<file path="src/rtl/regbank64_pkg.sv">
package regbank64_pkg;

    localparam int DW     = 64;
    localparam int IDX_W  = 7;
    localparam int ADDR_W = IDX_W + 1;
    localparam int STRB_W = DW / 8;

    typedef enum logic {
        GRP_STATUS = 1'b0,
        GRP_CONFIG = 1'b1
    } grp_e;

    // One-hot write enables produced by the write decoder
    typedef struct packed {
        logic gain;
        logic insel;
        logic rst;
    } wr_dec_t;

endpackage

</file>
<file path="src/rtl/regbank64_wdec.sv">
module regbank64_wdec
    import regbank64_pkg::*;
#(
    parameter int GAIN_IDX  = 0,
    parameter int INSEL_IDX = 1,
    parameter int RST_IDX   = 2
) (
    input  logic              wr_en,
    input  logic [ADDR_W-1:0] wr_addr,
    input  logic [STRB_W-1:0] wr_strb,
    output wr_dec_t           dec
);

    logic             full_wr;
    grp_e             grp;
    logic [IDX_W-1:0] idx;

    always_comb begin
        // only a write covering every byte lane qualifies
        full_wr   = wr_en && (wr_strb == {STRB_W{1'b1}});
        grp       = grp_e'(wr_addr[ADDR_W-1]);
        idx       = wr_addr[IDX_W-1:0];
        dec       = '0;
        if (full_wr && grp == GRP_CONFIG) begin
            dec.gain  = (idx == IDX_W'(GAIN_IDX));
            dec.insel = (idx == IDX_W'(INSEL_IDX));
            dec.rst   = (idx == IDX_W'(RST_IDX));
        end
    end

endmodule

</file>
<file path="src/rtl/regbank64_cfg.sv">
module regbank64_cfg
    import regbank64_pkg::*;
#(
    parameter int NCH    = 20,
    parameter int CODE_W = 2
) (
    input  logic                  clk,
    input  logic                  rst_n,
    input  wr_dec_t               dec,
    input  logic [DW-1:0]         wr_data,
    output logic [NCH*CODE_W-1:0] gain_q_o,
    output logic [NCH*CODE_W-1:0] insel_q_o,
    output logic                  pulse_o
);

    localparam int FW = NCH * CODE_W;

    typedef struct packed {
        logic [FW-1:0] gain;
        logic [FW-1:0] insel;
        logic          pulse;
    } cfg_st_t;

    cfg_st_t st_d, st_q;

    always_comb begin
        st_d       = st_q;
        st_d.pulse = 1'b0;
        for (int ch = 0; ch < NCH; ch++) begin
            if (dec.gain)
                st_d.gain[ch*CODE_W +: CODE_W] = wr_data[ch*CODE_W +: CODE_W];
            if (dec.insel)
                st_d.insel[ch*CODE_W +: CODE_W] = wr_data[ch*CODE_W +: CODE_W];
        end
        if (dec.rst)
            st_d.pulse = wr_data[0];
    end

    always_ff @(posedge clk) begin
        if (!rst_n) st_q <= '0;
        else        st_q <= st_d;
    end

    assign gain_q_o  = st_q.gain;
    assign insel_q_o = st_q.insel;
    assign pulse_o   = st_q.pulse;

endmodule

</file>
<file path="src/rtl/regbank64_rdmux.sv">
module regbank64_rdmux
    import regbank64_pkg::*;
#(
    parameter int FW        = 40,
    parameter int WPTR_W    = 32,
    parameter int TS_W      = 32,
    parameter int ID_W      = 32,
    parameter int GAIN_IDX  = 0,
    parameter int INSEL_IDX = 1,
    parameter int ST_WPTR   = 0,
    parameter int ST_CALIB  = 1,
    parameter int ST_TIME   = 2,
    parameter int ST_ID     = 3
) (
    input  logic              clk,
    input  logic              rst_n,
    input  logic              rd_en,
    input  logic [ADDR_W-1:0] rd_addr,
    input  logic [WPTR_W-1:0] ring_wptr,
    input  logic              calib_done,
    input  logic [TS_W-1:0]   build_time,
    input  logic [ID_W-1:0]   module_id,
    input  logic [FW-1:0]     gain_q,
    input  logic [FW-1:0]     insel_q,
    output logic [DW-1:0]     rd_data
);

    typedef struct packed {
        logic [DW-1:0] data;
    } rd_st_t;

    rd_st_t           st_d, st_q;
    grp_e             grp;
    logic [IDX_W-1:0] idx;

    always_comb begin
        st_d = st_q;
        grp  = grp_e'(rd_addr[ADDR_W-1]);
        idx  = rd_addr[IDX_W-1:0];
        if (rd_en) begin
            st_d.data = '0;
            if (grp == GRP_CONFIG) begin
                if (idx == IDX_W'(GAIN_IDX))       st_d.data = DW'(gain_q);
                else if (idx == IDX_W'(INSEL_IDX)) st_d.data = DW'(insel_q);
            end else begin
                if (idx == IDX_W'(ST_WPTR))        st_d.data = DW'(ring_wptr);
                else if (idx == IDX_W'(ST_CALIB))  st_d.data = DW'(calib_done);
                else if (idx == IDX_W'(ST_TIME))   st_d.data = DW'(build_time);
                else if (idx == IDX_W'(ST_ID))     st_d.data = DW'(module_id);
            end
        end
    end

    always_ff @(posedge clk) begin
        if (!rst_n) st_q <= '0;
        else        st_q <= st_d;
    end

    assign rd_data = st_q.data;

endmodule

</file>
<file path="src/rtl/regbank64.sv">
module regbank64
    import regbank64_pkg::*;
#(
    parameter int NCH       = 20,
    parameter int CODE_W    = 2,
    parameter int WPTR_W    = 32,
    parameter int TS_W      = 32,
    parameter int ID_W      = 32,
    parameter int GAIN_IDX  = 0,
    parameter int INSEL_IDX = 1,
    parameter int RST_IDX   = 2,
    parameter int ST_WPTR   = 0,
    parameter int ST_CALIB  = 1,
    parameter int ST_TIME   = 2,
    parameter int ST_ID     = 3,
    localparam int FW       = NCH * CODE_W
) (
    input  logic              clk,
    input  logic              rst_n,
    input  logic              wr_en,
    input  logic [7:0]        wr_addr,
    input  logic [7:0]        wr_strb,
    input  logic [63:0]       wr_data,
    input  logic              rd_en,
    input  logic [7:0]        rd_addr,
    output logic [63:0]       rd_data,
    input  logic [WPTR_W-1:0] ring_wptr,
    input  logic              calib_done,
    input  logic [TS_W-1:0]   build_time,
    input  logic [ID_W-1:0]   module_id,
    output logic [FW-1:0]     gain_codes,
    output logic [FW-1:0]     insel_codes,
    output logic              soft_rst
);

    wr_dec_t dec;

    regbank64_wdec #(
        .GAIN_IDX (GAIN_IDX),
        .INSEL_IDX(INSEL_IDX),
        .RST_IDX  (RST_IDX)
    ) u_wdec (
        .wr_en  (wr_en),
        .wr_addr(wr_addr),
        .wr_strb(wr_strb),
        .dec    (dec)
    );

    regbank64_cfg #(
        .NCH   (NCH),
        .CODE_W(CODE_W)
    ) u_cfg (
        .clk      (clk),
        .rst_n    (rst_n),
        .dec      (dec),
        .wr_data  (wr_data),
        .gain_q_o (gain_codes),
        .insel_q_o(insel_codes),
        .pulse_o  (soft_rst)
    );

    regbank64_rdmux #(
        .FW       (FW),
        .WPTR_W   (WPTR_W),
        .TS_W     (TS_W),
        .ID_W     (ID_W),
        .GAIN_IDX (GAIN_IDX),
        .INSEL_IDX(INSEL_IDX),
        .ST_WPTR  (ST_WPTR),
        .ST_CALIB (ST_CALIB),
        .ST_TIME  (ST_TIME),
        .ST_ID    (ST_ID)
    ) u_rdmux (
        .clk       (clk),
        .rst_n     (rst_n),
        .rd_en     (rd_en),
        .rd_addr   (rd_addr),
        .ring_wptr (ring_wptr),
        .calib_done(calib_done),
        .build_time(build_time),
        .module_id (module_id),
        .gain_q    (gain_codes),
        .insel_q   (insel_codes),
        .rd_data   (rd_data)
    );

    // ---------------- assertions ----------------
    logic rd_mapped;
    always_comb begin
        if (rd_addr[7])
            rd_mapped = (rd_addr[6:0] == 7'(GAIN_IDX)) || (rd_addr[6:0] == 7'(INSEL_IDX));
        else
            rd_mapped = (rd_addr[6:0] == 7'(ST_WPTR)) || (rd_addr[6:0] == 7'(ST_CALIB)) ||
                        (rd_addr[6:0] == 7'(ST_TIME)) || (rd_addr[6:0] == 7'(ST_ID));
    end

    // partial-strobe writes leave configuration and pulse untouched
    a_r2_partial_ignored: assert property (@(posedge clk) disable iff (!rst_n)
        (wr_en && wr_strb != 8'hFF) |=>
            ($stable(gain_codes) && $stable(insel_codes) && !soft_rst));

    // status-group writes have no effect
    a_r10_status_wr_ignored: assert property (@(posedge clk) disable iff (!rst_n)
        (wr_en && !wr_addr[7]) |=>
            ($stable(gain_codes) && $stable(insel_codes) && !soft_rst));

    // every pulse comes from a qualifying reset write with bit 0 set
    a_r6_pulse_cause: assert property (@(posedge clk) disable iff (!rst_n)
        soft_rst |-> $past(wr_en && wr_strb == 8'hFF &&
                           wr_addr == {1'b1, 7'(RST_IDX)} && wr_data[0]));

    // a full gain write appears on the output one cycle later
    a_r4_gain_load: assert property (@(posedge clk) disable iff (!rst_n)
        (wr_en && wr_strb == 8'hFF && wr_addr == {1'b1, 7'(GAIN_IDX)}) |=>
            (gain_codes == $past(wr_data[FW-1:0])));

    // write-pointer status read returns the pointer zero-extended
    a_r7_wptr_read: assert property (@(posedge clk) disable iff (!rst_n)
        (rd_en && rd_addr == {1'b0, 7'(ST_WPTR)}) |=>
            (rd_data == 64'($past(ring_wptr))));

    // unimplemented index reads zero
    a_r8_unmapped_zero: assert property (@(posedge clk) disable iff (!rst_n)
        (rd_en && !rd_mapped) |=> (rd_data == 64'd0));

    // read data holds when no read is requested
    a_r8_hold: assert property (@(posedge clk) disable iff (!rst_n)
        !rd_en |=> $stable(rd_data));

endmodule

</file>
<file path="config.mk">
export PLATFORM = sky130hd
export DESIGN_NAME = regbank64
export DESIGN_NICKNAME = d
export VERILOG_FILES = /design/src/rtl/regbank64_pkg.sv /design/src/rtl/regbank64_wdec.sv /design/src/rtl/regbank64_cfg.sv /design/src/rtl/regbank64_rdmux.sv /design/src/rtl/regbank64.sv
export SDC_FILE = /design/constraint.sdc
export NUM_CORES = 1
export LEC_CHECK = 0
export ABC_CLOCK_PERIOD_IN_PS = 4930
export BUFFER_PORTS_ARGS = -buffer_cell sky130_fd_sc_hd__buf_2
export CAP_MARGIN = 20
export CORE_AREA = 2 2 130 132
export CTS_CLUSTER_DIAMETER = 150
export DETAILED_ROUTE_END_ITERATION = 10
export DIE_AREA = 0 0 132 134
export PLACE_DENSITY = 0.77
export SLEW_MARGIN = 20
export SYNTH_ARGS = -nofsm -noshare
export SYNTH_HDL_FRONTEND = slang
export SYNTH_SLANG_ARGS = --single-unit
</file>
<file path="constraint.sdc">
create_clock -name clk -period 4.93 [get_ports clk]
set_input_delay 0.2465 -clock clk [delete_from_list [all_inputs] [get_ports clk]]
set_output_delay 0.2465 -clock clk [all_outputs]
set_load 0.01 [all_outputs]
</file>
# Yosys cells after proc, flatten, opt, wreduce, memory -nomap -nowiden
# Index checks and enable logic that the tools add are counted.
[classes] mux=8 n_eq_ne=6 n_reduce_logical=5
[op_table] operator="$mux 64" n=5
[op_table] operator="$mux 40" n=1
[op_table] operator="$mux 32" n=1
[op_table] operator="$eq 7x2->1 const B" n=3
[op_table] operator="$eq 7x1->1 const B" n=2
[op_table] operator="$logic_not 7->1" n=2
[op_table] operator="$eq 8x8->1 const B" n=1
[op_table] operator="$mux 3" n=1
[op_table] operator="$logic_and 1x1->1" n=2
[op_table] operator="$reduce_and 2->1" n=1
[totals] in_bits=189 regBits=145 output_inout_bits=145 wordCells=23

# Logic depth before layout (Yosys ltp)
[depth] word_depth=6 depth_mapped=6 mapped_depth_nobuf=4

# By module
# A second synthesis with hierarchy kept.
[hier_totals] hier_cells=630 hier_area_um2=6259.8
[by_module_without_submodules] module="regbank64_cfg" seq_area_each_um2=1621.6 cells_per_inst=261 instances=1 area_per_inst_um2=3146.8
[by_module_without_submodules] module="regbank64_rdmux" seq_area_each_um2=800.8 cells_per_inst=361 instances=1 area_per_inst_um2=3039.2
[by_module_without_submodules] module="regbank64_wdec" seq_area_each_um2=0.0 cells_per_inst=8 instances=1 area_per_inst_um2=73.8

# Least setup slack after synthesis
# Ideal clock, no wire load.
[synth_timing] path_kind="in2reg" startpoint="input port rd_addr[4]" endpoint="register u_rdmux.st_q, in the netlist u_rdmux.rd_data[10]" cell_stages=6 t_required_ps=4860 arrival_ps=1781 slack_ps=3079 path_buffers=2 setup_time_ps=70 cell_sequence="or4_4 -> buf_6 -> or4b_4 -> buf_6 -> o22a_1 -> a21oi_1"
[synth_via] elab_chain_cells=6 elab_cells_between_ends=11 classes_between="eq/ne: 3; mux: 7; reduce/logical: 1"
[synth_rtl] element="from (decl)" line="regbank64.sv:25" rtl="input logic [7:0] rd_addr,"
[synth_rtl] element="$eq 7x2->1" line="regbank64_rdmux.sv:49" rtl="else if (idx == IDX_W'(ST_ID)) st_d.data = DW'(module_id);"
[synth_rtl] element="$mux 32" line="regbank64_rdmux.sv:49"
[synth_rtl] element="$mux 64" line="regbank64_rdmux.sv:48" rtl="else if (idx == IDX_W'(ST_TIME)) st_d.data = DW'(build_time);"
[synth_rtl] element="$mux 64" line="regbank64_rdmux.sv:47" rtl="else if (idx == IDX_W'(ST_CALIB)) st_d.data = DW'(calib_done);"
[synth_rtl] element="$mux 64" line="regbank64_rdmux.sv:46" rtl="if (idx == IDX_W'(ST_WPTR)) st_d.data = DW'(ring_wptr);"
[synth_rtl] element="$mux 64 *" line="regbank64_rdmux.sv:42" rtl="if (grp == GRP_CONFIG) begin"
[synth_rtl] element="to (signal assigned)" line="regbank64_rdmux.sv:56" rtl="else st_q <= st_d;"
[synth_rtl] element="to (decl)" line="regbank64_rdmux.sv:32" rtl="rd_st_t st_d, st_q;"
# Mark *: on every way between the ends. The rest lies on a longest branch, timed or not.
# A chain may end at the register's enable or synchronous reset.

==> flow_metrics.tcl <==
set metrics [dict create \
    fill_cells 1547 \
    fin_crit_ns 2.44 \
    p_leak_uw 0.00388 \
    vias 5685 \
    slowest_delay_ns 0.93 \
    final_cell_mix "283 x buf_2, 163 x nand2_1, 121 x dfxtp_1" \
    worstPathMaxFanout 54 \
    tightest_slew_ns 0.953 \
    cts.sinks 121 \
    clock_power_share 0.521 \
    reg2reg_to "u_rdmux.rd_data[5]" \
    clock_latency_ns 0.41 \
    p_comb_frac 0.089 \
    grt_usage 0.216 \
    maxCapViolations 0 \
    ios 334 \
    core_mm2 0.0163 \
    synthCells 649 \
    grt_antenna_before_repair 4 \
    fmax_ghz 0.410 \
    p_seq_frac 0.391 \
    maxSlewHeadroom 0.359 \
    dpl.hpwl_um 14200 \
    seq_area_frac_synth 0.404 \
    cts.htree.levels 4 \
    final_hold_viol_count 0 \
    r2r_slack_ns 3.91 \
    switching_power_uw 565 \
    synth_area_mm2 0.00599 \
    critPathKind "in -> reg" \
    die-width_um 132 \
    cp.required_ns 5.28 \
    finalPower_uw 2560 \
    r2r_cells 3 \
    rsz0062_at_grt "false" \
    via_per_inst 4.98 \
    final_common_cell "buf_2" \
    setup_viol 0 \
    post_synth.cell_area_avg_um2 9.24 \
    grt_pass1_wl_um 29500 \
    yosys_register_bits 121 \
    outcome "complete, no violations" \
    r2r-start "u_cfg.gain_q_o[5]" \
    cts_tree "done" \
    crit_path_end_kind "register" \
    clock_path_buffers 2 \
    cts_setup_buffers 0 \
    whs_path_depth 2 \
    gr-total-overflow 0 \
    slew_viol_final 0 \
    synth_cell_types 33 \
    dr.pass1.iters 4 \
    port-buffer-count 285 \
    drc 0 \
    crit_chain "buf_2 -> buf_4 -> nand2_1 -> nor4_2 -> nor2b_1 -> o31a_1" \
    fp.dieH_um 134 \
    worst_ir_drop_vdd_v 0.000223 \
    grt_max_degree 89 \
    fin_setup_tns_ns 0 \
    drtIter0Drc 252 \
    synth-edff-count 0 \
    ant_nets 0 \
    cts-resized-gates 0 \
    synth-main-ff-cell "dfxtp_1" \
    die_area_mm2 0.0177 \
    drive_above_1_share 0.426 \
    wirelength_um 19300 \
    swShare 0.221 \
    wire_per_inst_um 16.9 \
    num_rows 47 \
    internal_power_uw 1990 \
    cpMaxStageDelayCell "nor4_2" \
    fin_worst_skew_ns 0.00497 \
    cp-start-kind "input pin" \
    hold_end "u_cfg.pulse_o" \
    final_nets 1096 \
    p_per_area_mw_per_mm2 317 \
    finalCritPeriodShare 0.495 \
    first_global_vias 5502 \
    place_congestion 0.856 \
    hp-class "in -> reg" \
    initial_utilization 0.368 \
    areaGrowthSynthToFinish_pct 34.6 \
    min_from "wr_addr[0]" \
    cts_buffers 17 \
    cp_data_arrival_time_ns 2.79 \
    synth-warning-count 0 \
    async_flop_share 0 \
    path_clk_slew_ns 0.05 \
    cts-root-buf "clkbuf_16" \
    cts_hold_buf 0 \
]
per-stage QoR:
| stage | hold slack [ns] | util | instance area, µm² | instances | setup slack [ns] |
|---|---|---|---|---|---|
| after floorplan | 0.323 | - | 6080 | 672 | 3.08 |
| after global routing | 0.0198 | 0.495 | 8070 | 1142 | 2.23 |
| after global placement | 0.441 | 0.456 | 7430 | 1108 | 2.13 |
| final | 0.0320 | 0.495 | 8070 | 1142 | 2.49 |
| after CTS | 0.00452 | 0.495 | 8060 | 1138 | 2.52 |
| after detailed placement | 0.450 | 0.456 | 7430 | 1108 | 2.08 |
synth_stat cells (11+ instances only):
master	count	area, µm²
a22oi_1	11	82.6
a21oi_1	19	95.1
buf_2	12	60.1
dfxtp_1	121	2420
a311oi_1	20	175
nand2_1	163	612
o21ai_0	12	60.1
buf_4	24	180
clkbuf_1	34	128
nor2b_1	19	119
mux2i_1	92	921
mux2_2	59	664
o22ai_1	20	125
area by class of cell:
| class | count | area [µm²] | share of cell area |
|---|---|---|---|
| well taps | 220 | 275 | 0.0341 |
| clock inverters | 7 | 139 | 0.0172 |
| repair buffers | 295 | 1510 | 0.187 |
| clock buffers | 23 | 488 | 0.0605 |
| multi-input cells | 472 | 3230 | 0.400 |
| flip-flops and latches | 121 | 2420 | 0.300 |
| diodes | 4 | 10.0 | 0.00124 |
logic make-up (layout without fill, tap and decap cells):
| kind of cell | after synthesis | count (layout) | synth area share |
|---|---|---|---|
| flops | 121 | 121 | 0.404 |
| compound gates | 94 | 94 | 0.107 |
| buf+inv | 79 | 325 | 0.0745 |
| other cells | 1 | 28 | 0.000626 |
| simple gates | 202 | 202 | 0.145 |
| mux | 152 | 152 | 0.268 |
registers in the layout, summed over array words and instances (netlist names):
name / flops
u_cfg.gain_q_o: 40
u_cfg.insel_q_o: 40
u_cfg.pulse_o: 1
u_rdmux.rd_data: 40
metal layers:
metal	track usage	wire length, µm
met1	0.261	8130
met2	0.365	9560
met5	0	0
met4	0.0924	435
met3	0.0556	1210
critical path: cells and delay by family:
kind / cells / cell delay [ns]
AOI/OAI and AO/OA: 1 / 0.13
buffers and inverters: 2 / 0.55
and+or+nand+nor: 3 / 1.84
power groups by stage:
stage                     combinational (µW)  clock, µW  sequential [µW]
after floorplan                          131          0             1030
after global placement                   225          0             1020
after detailed placement                 227          0             1020
after CTS                                229       1360              998
after global routing                     249       1410              999
final                                    227       1330              999
worst max-delay path by stage:
stage                          start  slack (ns)                  end  cells past startpoint
final                          rd_en        2.49   u_rdmux.rd_data[0]                      6
after global routing           rd_en        2.23   u_rdmux.rd_data[0]                      6
after CTS                      rd_en        2.52   u_rdmux.rd_data[0]                      6
after detailed placement       rd_en        2.08   u_rdmux.rd_data[0]                      6
after global placement         rd_en        2.13   u_rdmux.rd_data[0]                      6
after floorplan           rd_addr[4]        3.08  u_rdmux.rd_data[10]                      6
Note: power is estimated with default switching activity, not from simulation.
